`src/rtl/dgl_pkg.sv`:
```
package dgl_pkg;
    localparam int CNT_W     = 4;
    localparam int SEL_W     = 4;
    localparam int DEF_CNT   = 9;
    localparam int DEF_SEL   = 4;
    localparam bit RST_LEVEL = 1'b0;
endpackage

```
`src/rtl/dgl_cfg_watch.sv`:
```
module dgl_cfg_watch #(
    parameter int CNT_W   = dgl_pkg::CNT_W,
    parameter int SEL_W   = dgl_pkg::SEL_W,
    parameter int DEF_CNT = dgl_pkg::DEF_CNT,
    parameter int DEF_SEL = dgl_pkg::DEF_SEL
) (
    input  logic             clk,
    input  logic             rst_n,
    input  logic [CNT_W-1:0] cnt_i,
    input  logic [SEL_W-1:0] sel_i,
    output logic [CNT_W-1:0] cnt_o,
    output logic [SEL_W-1:0] sel_o,
    output logic             chg_o
);
    typedef struct packed {
        logic [CNT_W-1:0] cnt;
        logic [SEL_W-1:0] sel;
    } cfg_t;

    cfg_t cfg_d, cfg_q;

    always_comb begin
        cfg_d.cnt = cnt_i;
        cfg_d.sel = sel_i;
        chg_o     = (cnt_i != cfg_q.cnt) || (sel_i != cfg_q.sel);
    end

    always_ff @(posedge clk) begin
        if (!rst_n) begin
            cfg_q.cnt <= CNT_W'(DEF_CNT);
            cfg_q.sel <= SEL_W'(DEF_SEL);
        end else begin
            cfg_q <= cfg_d;
        end
    end

    assign cnt_o = cfg_q.cnt;
    assign sel_o = cfg_q.sel;
endmodule

```
`src/rtl/dgl_prescaler.sv`:
```
module dgl_prescaler #(
    parameter int SEL_W = dgl_pkg::SEL_W
) (
    input  logic             clk,
    input  logic             rst_n,
    input  logic             clr_i,
    input  logic [SEL_W-1:0] sel_i,
    output logic             tick_o
);
    localparam int PRE_W = (1 << SEL_W) - 1;

    typedef struct packed {
        logic [PRE_W-1:0] pre;
    } pre_t;

    pre_t pre_d, pre_q;
    logic [PRE_W:0]   span;
    logic [PRE_W-1:0] mask;

    always_comb begin
        span   = ({{PRE_W{1'b0}}, 1'b1} << sel_i) - 1'b1;
        mask   = span[PRE_W-1:0];
        tick_o = ((pre_q.pre & mask) == mask);
        pre_d.pre = clr_i ? '0 : pre_q.pre + 1'b1;
    end

    always_ff @(posedge clk) begin
        if (!rst_n) begin
            pre_q.pre <= '0;
        end else begin
            pre_q <= pre_d;
        end
    end

    // a cleared prescaler cannot tick at once unless the prescale is 1
    p_quiet_after_clear_r5: assert property (@(posedge clk) disable iff (!rst_n)
        ($past(clr_i) && sel_i != '0) |-> !tick_o);
endmodule

```
`src/rtl/dgl_stab.sv`:
```
module dgl_stab #(
    parameter int CNT_W     = dgl_pkg::CNT_W,
    parameter bit RST_LEVEL = dgl_pkg::RST_LEVEL
) (
    input  logic             clk,
    input  logic             rst_n,
    input  logic             pin_i,
    input  logic [CNT_W-1:0] cnt_i,
    input  logic             hold_i,
    input  logic             tick_i,
    output logic             level_o,
    output logic             pend_o,
    output logic             upd_o
);
    typedef struct packed {
        logic [CNT_W-1:0] stab;
        logic             level;
    } stab_t;

    stab_t st_d, st_q;
    logic  last_step;

    always_comb begin
        st_d      = st_q;
        pend_o    = (pin_i != st_q.level);
        last_step = (st_q.stab == CNT_W'(cnt_i - 1'b1));
        if (hold_i) begin
            st_d.stab = '0;
        end else if (cnt_i == '0) begin
            st_d.stab  = '0;
            st_d.level = pin_i;
        end else if (!pend_o) begin
            st_d.stab = '0;
        end else if (tick_i) begin
            if (last_step) begin
                st_d.stab  = '0;
                st_d.level = pin_i;
            end else begin
                st_d.stab = st_q.stab + 1'b1;
            end
        end
        upd_o = (st_d.level != st_q.level);
    end

    always_ff @(posedge clk) begin
        if (!rst_n) begin
            st_q.stab  <= '0;
            st_q.level <= RST_LEVEL;
        end else begin
            st_q <= st_d;
        end
    end

    assign level_o = st_q.level;

    // the field-change edge leaves the level alone
    p_hold_keeps_level_r6: assert property (@(posedge clk) disable iff (!rst_n)
        hold_i |=> $stable(level_o));
    // bypass registers the raw level
    p_bypass_follows_r4: assert property (@(posedge clk) disable iff (!rst_n)
        (!hold_i && cnt_i == '0) |=> (level_o == $past(pin_i)));
    // the stability count never reaches the programmed count
    p_stab_below_count_r2: assert property (@(posedge clk) disable iff (!rst_n)
        (cnt_i != '0) |-> (st_q.stab < cnt_i));
    // an agreeing raw level wipes any partial count
    p_idle_clears_r3: assert property (@(posedge clk) disable iff (!rst_n)
        (!pend_o) |=> (st_q.stab == '0));
endmodule

```
`src/rtl/pin_deglitch.sv`:
```
module pin_deglitch #(
    parameter int CNT_W     = dgl_pkg::CNT_W,
    parameter int SEL_W     = dgl_pkg::SEL_W,
    parameter int DEF_CNT   = dgl_pkg::DEF_CNT,
    parameter int DEF_SEL   = dgl_pkg::DEF_SEL,
    parameter bit RST_LEVEL = dgl_pkg::RST_LEVEL
) (
    input  logic             clk,
    input  logic             rst_n,
    input  logic             pin_i,
    input  logic [CNT_W-1:0] cnt_i,
    input  logic [SEL_W-1:0] sel_i,
    output logic             level_o
);
    logic [CNT_W-1:0] cnt_act;
    logic [SEL_W-1:0] sel_act;
    logic             cfg_chg;
    logic             tick;
    logic             pend;
    logic             upd;
    logic             pre_clr;

    dgl_cfg_watch #(
        .CNT_W  (CNT_W),
        .SEL_W  (SEL_W),
        .DEF_CNT(DEF_CNT),
        .DEF_SEL(DEF_SEL)
    ) u_cfg (
        .clk  (clk),
        .rst_n(rst_n),
        .cnt_i(cnt_i),
        .sel_i(sel_i),
        .cnt_o(cnt_act),
        .sel_o(sel_act),
        .chg_o(cfg_chg)
    );

    assign pre_clr = cfg_chg || !pend || upd;

    dgl_prescaler #(
        .SEL_W(SEL_W)
    ) u_pre (
        .clk   (clk),
        .rst_n (rst_n),
        .clr_i (pre_clr),
        .sel_i (sel_act),
        .tick_o(tick)
    );

    dgl_stab #(
        .CNT_W    (CNT_W),
        .RST_LEVEL(RST_LEVEL)
    ) u_stab (
        .clk    (clk),
        .rst_n  (rst_n),
        .pin_i  (pin_i),
        .cnt_i  (cnt_act),
        .hold_i (cfg_chg),
        .tick_i (tick),
        .level_o(level_o),
        .pend_o (pend),
        .upd_o  (upd)
    );

    // when the raw level agrees, the output stays put
    p_match_stable_r3: assert property (@(posedge clk) disable iff (!rst_n)
        (pin_i == level_o) |=> $stable(level_o));
    // any output move, either polarity, copies the raw level
    p_flip_takes_pin_r8: assert property (@(posedge clk) disable iff (!rst_n)
        (level_o != $past(level_o)) |-> (level_o == $past(pin_i)));
endmodule

```
`config.mk`:
```
export PLATFORM = sky130hd
export DESIGN_NAME = pin_deglitch
export DESIGN_NICKNAME = d
export VERILOG_FILES = /design/src/rtl/dgl_pkg.sv /design/src/rtl/dgl_cfg_watch.sv /design/src/rtl/dgl_prescaler.sv /design/src/rtl/dgl_stab.sv /design/src/rtl/pin_deglitch.sv
export SDC_FILE = /design/constraint.sdc
export NUM_CORES = 1
export LEC_CHECK = 0
export ABC_AREA = 0
export CAP_MARGIN = 5
export CORE_ASPECT_RATIO = 0.7
export CORE_MARGIN = 8
export CORE_UTILIZATION = 54
export CTS_BUF_LIST = sky130_fd_sc_hd__clkbuf_4 sky130_fd_sc_hd__clkbuf_8 sky130_fd_sc_hd__clkbuf_16
export CTS_CLUSTER_SIZE = 14
export DETAILED_ROUTE_END_ITERATION = 10
export PLACE_DENSITY = 0.78
export SETUP_SLACK_MARGIN = 0.1
export SLEW_MARGIN = 30
export SYNTH_ARGS = -nofsm -noshare
export SYNTH_HDL_FRONTEND = slang
export SYNTH_SLANG_ARGS = --single-unit
```
`constraint.sdc`:
```
create_clock -name clk -period 6.9 [get_ports clk]
set_input_delay 0.69 -clock clk [delete_from_list [all_inputs] [get_ports clk]]
set_output_delay 0.69 -clock clk [all_outputs]
set_load 0.01 [all_outputs]
```
Word level (Yosys, flattened, before mapping)
Cells that the tools add are included.
- output and inout port bits: 1
- flip-flop bits (word level): 28
- muxes and demuxes: 6
- reduce and logical (&&, ||, !) cells: 7
- bitwise gates (word level): 3
- equal/unequal tests: 6
- shift-type cells: 1
- add/sub/neg operators: 4
- operators with widths (operator ; count):
    $add 15x1->15 const B ; 1
    $and 15x15->15 ; 1
    $eq 15x15->1 ; 1
    $shl 1x4->15 const A ; 1
    $sub 15x1->15 const B ; 1
    $ne 4x4->1 ; 2
    $mux 5 ; 1
    $add 4x1->4 const B ; 1
    $eq 4x4->1 ; 1
    $logic_not 4->1 ; 1
    $mux 1 ; 4
    $mux 4 ; 1
    $reduce_or 4->1 ; 1
    $sub 4x1->4 const B ; 1
    $logic_or 1x1->1 ; 3
    $ne 1x1->1 ; 2
    $not 1->1 ; 2
    $reduce_or 2->1 ; 1
    $logic_not 1->1 ; 1

Logic depth before layout (Yosys ltp)
- depth in word-level cells: 11
- mapped depth: 12
- mapped depth without buffers: 10

Hierarchy
From an unflattened synthesis, not the netlist that was laid out.
- cells, all modules: 189
- area total of the unflattened synthesis: 1620.3 sq um
- modules (own cells, without submodules) (module ; area an instance (sq um) ; times used ; cells an instance):
    dgl_prescaler ; 908.4 ; 1 ; 115
    dgl_stab ; 405.4 ; 1 ; 46
    dgl_cfg_watch ; 297.8 ; 1 ; 27
    pin_deglitch ; 8.8 ; 1 ; 1

Worst setup path before layout
No wires, ideal clock.
- path kind: reg2reg
- start: reg u_cfg.cfg_q (netlist bit u_cfg.sel_o[3])
- end: reg u_stab.st_q (netlist bit u_stab.level_o)
- library setup time: 0.116 ns
- cell stages (with the launch flop): 10
- buffers on the path: 1
- path slack: 4.226 ns
- arrival time: 2.557 ns
- cell sequence: dfxtp_1 buf_6 or4_4 ha_1 or3b_1 or4_1 and4b_1 nand4_1 o21ai_1 a41o_1
- longest elaborated chain between the ends: 8
- RTL lines (item ; RTL line ; RTL):
    start: declaration ; dgl_cfg_watch.sv:20 ; cfg_t cfg_d, cfg_q;
    start signal: assignment ; dgl_cfg_watch.sv:33 ; cfg_q <= cfg_d;
    $shl 1x4->15 ; dgl_prescaler.sv:21 ; span = ({{PRE_W{1'b0}}, 1'b1} << sel_i) - 1'b1;
    $sub 15x1->15 ; dgl_prescaler.sv:21 ;
    $and 15x15->15 ; dgl_prescaler.sv:23 ; tick_o = ((pre_q.pre & mask) == mask);
    $eq 15x15->1 ; dgl_prescaler.sv:23 ;
    $mux 5 ; dgl_stab.sv:34 ; end else if (tick_i) begin
    $mux 1 ; dgl_stab.sv:32 ; end else if (!pend_o) begin
    $mux 1 ; dgl_stab.sv:29 ; end else if (cnt_i == '0) begin
    $mux 1 (*) ; dgl_stab.sv:27 ; if (hold_i) begin
    end signal: assignment ; dgl_stab.sv:50 ; st_q <= st_d;
    end: declaration ; dgl_stab.sv:20 ; stab_t st_d, st_q;
Mark *: on every way between the ends. The rest lies on a longest branch, timed or not.
A chain may end at the register's enable or synchronous reset.

Final worst setup path
Same ends and word-level chain as after synthesis.

==> impl_metrics.env <==
export IMPL_ys_ff_latch=28
export IMPL_hold_class="register to register"
export IMPL_place_inst=233
export IMPL_cts_root_buffer="clkbuf_8"
export IMPL_grt_start_max_net_pins=20
export IMPL_vias=1403
export IMPL_fp_dieH_um=62.1
export IMPL_synth_top_area_share=0.342
export IMPL_wl_um=3640
export IMPL_rows=16
export IMPL_fin_ws_ps=3780
export IMPL_yosysWarnings=0
export IMPL_start_util=0.577
export IMPL_dp_hpwl_um=2700
export IMPL_hold_buffers=0
export IMPL_timing_final_hold_violations=0
export IMPL_outcome="complete, no violations"
export IMPL_ys_flop_type="dfxtp_1"
export IMPL_syn_instance_count=195
export IMPL_setup_worst_path_start_class="register"
export IMPL_fin_skew_ps=2.39
export IMPL_post_cts_buffers=0
export IMPL_mostFrequentLayoutCell="dfxtp_1"
export IMPL_cts_tree="done"
export IMPL_slew_viol_final=0
export IMPL_wl_per_cell_um=15.4
export IMPL_cp_required_ps=7080
export IMPL_dr_pass1_iters=4
export IMPL_synth_area_um2=1640
export IMPL_slew_headroom=0.587
export IMPL_num_nets_final=217
export IMPL_clk_latency_ps=280
export IMPL_tns_ps=0
export IMPL_pwr_density_cell_nw_per_um2=172
export IMPL_p_leak_nw=0.621
export IMPL_peakVddDrop_v=0.000155
export IMPL_rsz0062_at_grt="no"
export IMPL_dieArea_um2=5080
export IMPL_post_route_min_period_ps=3120
export IMPL_period_share=0.452
export IMPL_fillers=245
export IMPL_yosysTopAreaCell="dfxtp_1"
export IMPL_setup_viol=0
export IMPL_mostFrequentLayoutCells="28 x dfxtp_1, 25 x nor2_1, 24 x xnor2_1"
export IMPL_vias_per_cell=5.92
export IMPL_ys_seq_area_frac=0.342
export IMPL_total_power_mw=0.309
export IMPL_endpoint_kind="register"
export IMPL_clock_sinks=28
export IMPL_tightest_slew_ps=619
export IMPL_ant_nets=0
export IMPL_portBuffers=11
export IMPL_cp_data_arrival_time_ps=3300
export IMPL_drt_initial_drc_count=81
export IMPL_layout_drive_gt1_share=0.0398
export IMPL_maxCapViolCount=0
export IMPL_dp_slack_ps=3820
export IMPL_post_cts_resized=0
export IMPL_core_um2=2840
export IMPL_yosysUniqueCellTypes=46
export IMPL_dieWidth_um=81.9
export IMPL_multi_input_area_um2=986
export IMPL_grt_pass1_wl_um=6040
export IMPL_yosys_top_cells_area="dfxtp_1 34%, xnor2_1 13%, nor2_1 5.7%, xor2_1 4.3%, and2_1 3.1%"
export IMPL_track_usage=0.153
export IMPL_syn_nets=210
export IMPL_globalplace_congestion=0.936
export IMPL_async_flop_share=0
export IMPL_synth_edf_count=0
export IMPL_path_max_fanout=19
export IMPL_synth_avg_cell_area_um2=8.41
export IMPL_grt_ovfl_total=0
export IMPL_antenna_found_initial=0
export IMPL_drc_errors=0
export IMPL_ioPinCount=12
export IMPL_cts_clk_slew_worst_paths_ps=100
export IMPL_seqCellArea_um2=561
export IMPL_fin_cells=237
export IMPL_n_antenna_cell=0
export IMPL_numCtsBuffers=3
export IMPL_critical_path_class="register to register"
export IMPL_htreeDepth=1
export IMPL_synthToLayoutAreaGrowth_pct=9.47
export IMPL_fmax_mhz=321
export IMPL_grt_pass1_vias=1309
export IMPL_cts_buffer_depth=2
[sequential cells by signal, summed over array words and instances, names as in the netlist]
name	count
u_cfg.cnt_o	4
u_pre.pre_q	15
u_cfg.sel_o	4
u_stab.st_q	4
u_stab.level_o	1
[logic make-up (layout without fill, tap and decap cells)]
family / Yosys count / count (layout) / synth area share
buf+inv: 19 / 25 / 0.0565
simple gates: 86 / 86 / 0.283
flops: 28 / 28 / 0.342
fa+ha+maj: 4 / 4 / 0.0305
compound gates: 26 / 26 / 0.117
xor+xnor: 32 / 32 / 0.171
[power breakdown]
group / switching [mW] / internal, mW
Combinational: 0.0146 / 0.0189
Clock: 0.0536 / 0.0512
Sequential: 0.00706 / 0.164
[cell usage after synthesis (2+ instances only)]
master,n
dfxtp_1,28
nand2_1,7
buf_6,2
nand2b_1,5
nor3b_1,2
nor2_1,25
inv_1,10
or4_1,2
clkbuf_1,4
xnor2_1,24
and3_1,6
nor3_1,5
and2_1,8
nand3_1,9
o21ai_0,3
a21oi_1,8
buf_2,2
nand4_1,7
xor2_1,8
ha_1,4
[area by class of cell]
| class | count | area share |
|---|---|---|
| multi-input combinational | 148 | 0.550 |
| timing repair buffer | 11 | 0.0614 |
| inverter | 10 | 0.0209 |
| tap | 36 | 0.0251 |
| clock buffer | 4 | 0.0307 |
| sequential | 28 | 0.312 |
[per-stage QoR]
step	hold WS, ps	instance area, µm²	utilization
3_3_place_gp	473	1740	0.612
4_1_cts	505	1790	0.631
2_1_floorplan	448	1640	-
5_1_grt	526	1790	0.631
3_5_place_dp	480	1740	0.612
6_report	506	1790	0.631
[routing by layer]
metal	track usage	vias to the layer above	wire length, µm
met5	0	-	0
met4	0.0199	0	13
met3	0.0431	2	250
met2	0.243	33	1610
met1	0.205	682	1760
li1	-	686	-
[worst max-delay path, cell delays in order, from the launching register on]
cell and delay, ps:
dfxtp_1 520, or4_4 620, ha_1 360, or3b_1 420
or4_1 390, and4b_1 200, nand4_1 160, o21ai_1 100
a41o_1 250
[worst paths after layout]
check,from,to,slack [ps],depth (start not counted)
worst max-delay path,u_cfg.sel_o[3],u_stab.level_o,3780,8
worst min-delay path,u_pre.pre_q[0],u_pre.pre_q[0],510,1
worst max register to register,u_cfg.sel_o[3],u_stab.level_o,3780,8
worst min register to register,u_pre.pre_q[0],u_pre.pre_q[0],510,1
No activity file was read; power rests on OpenSTA's default activity.
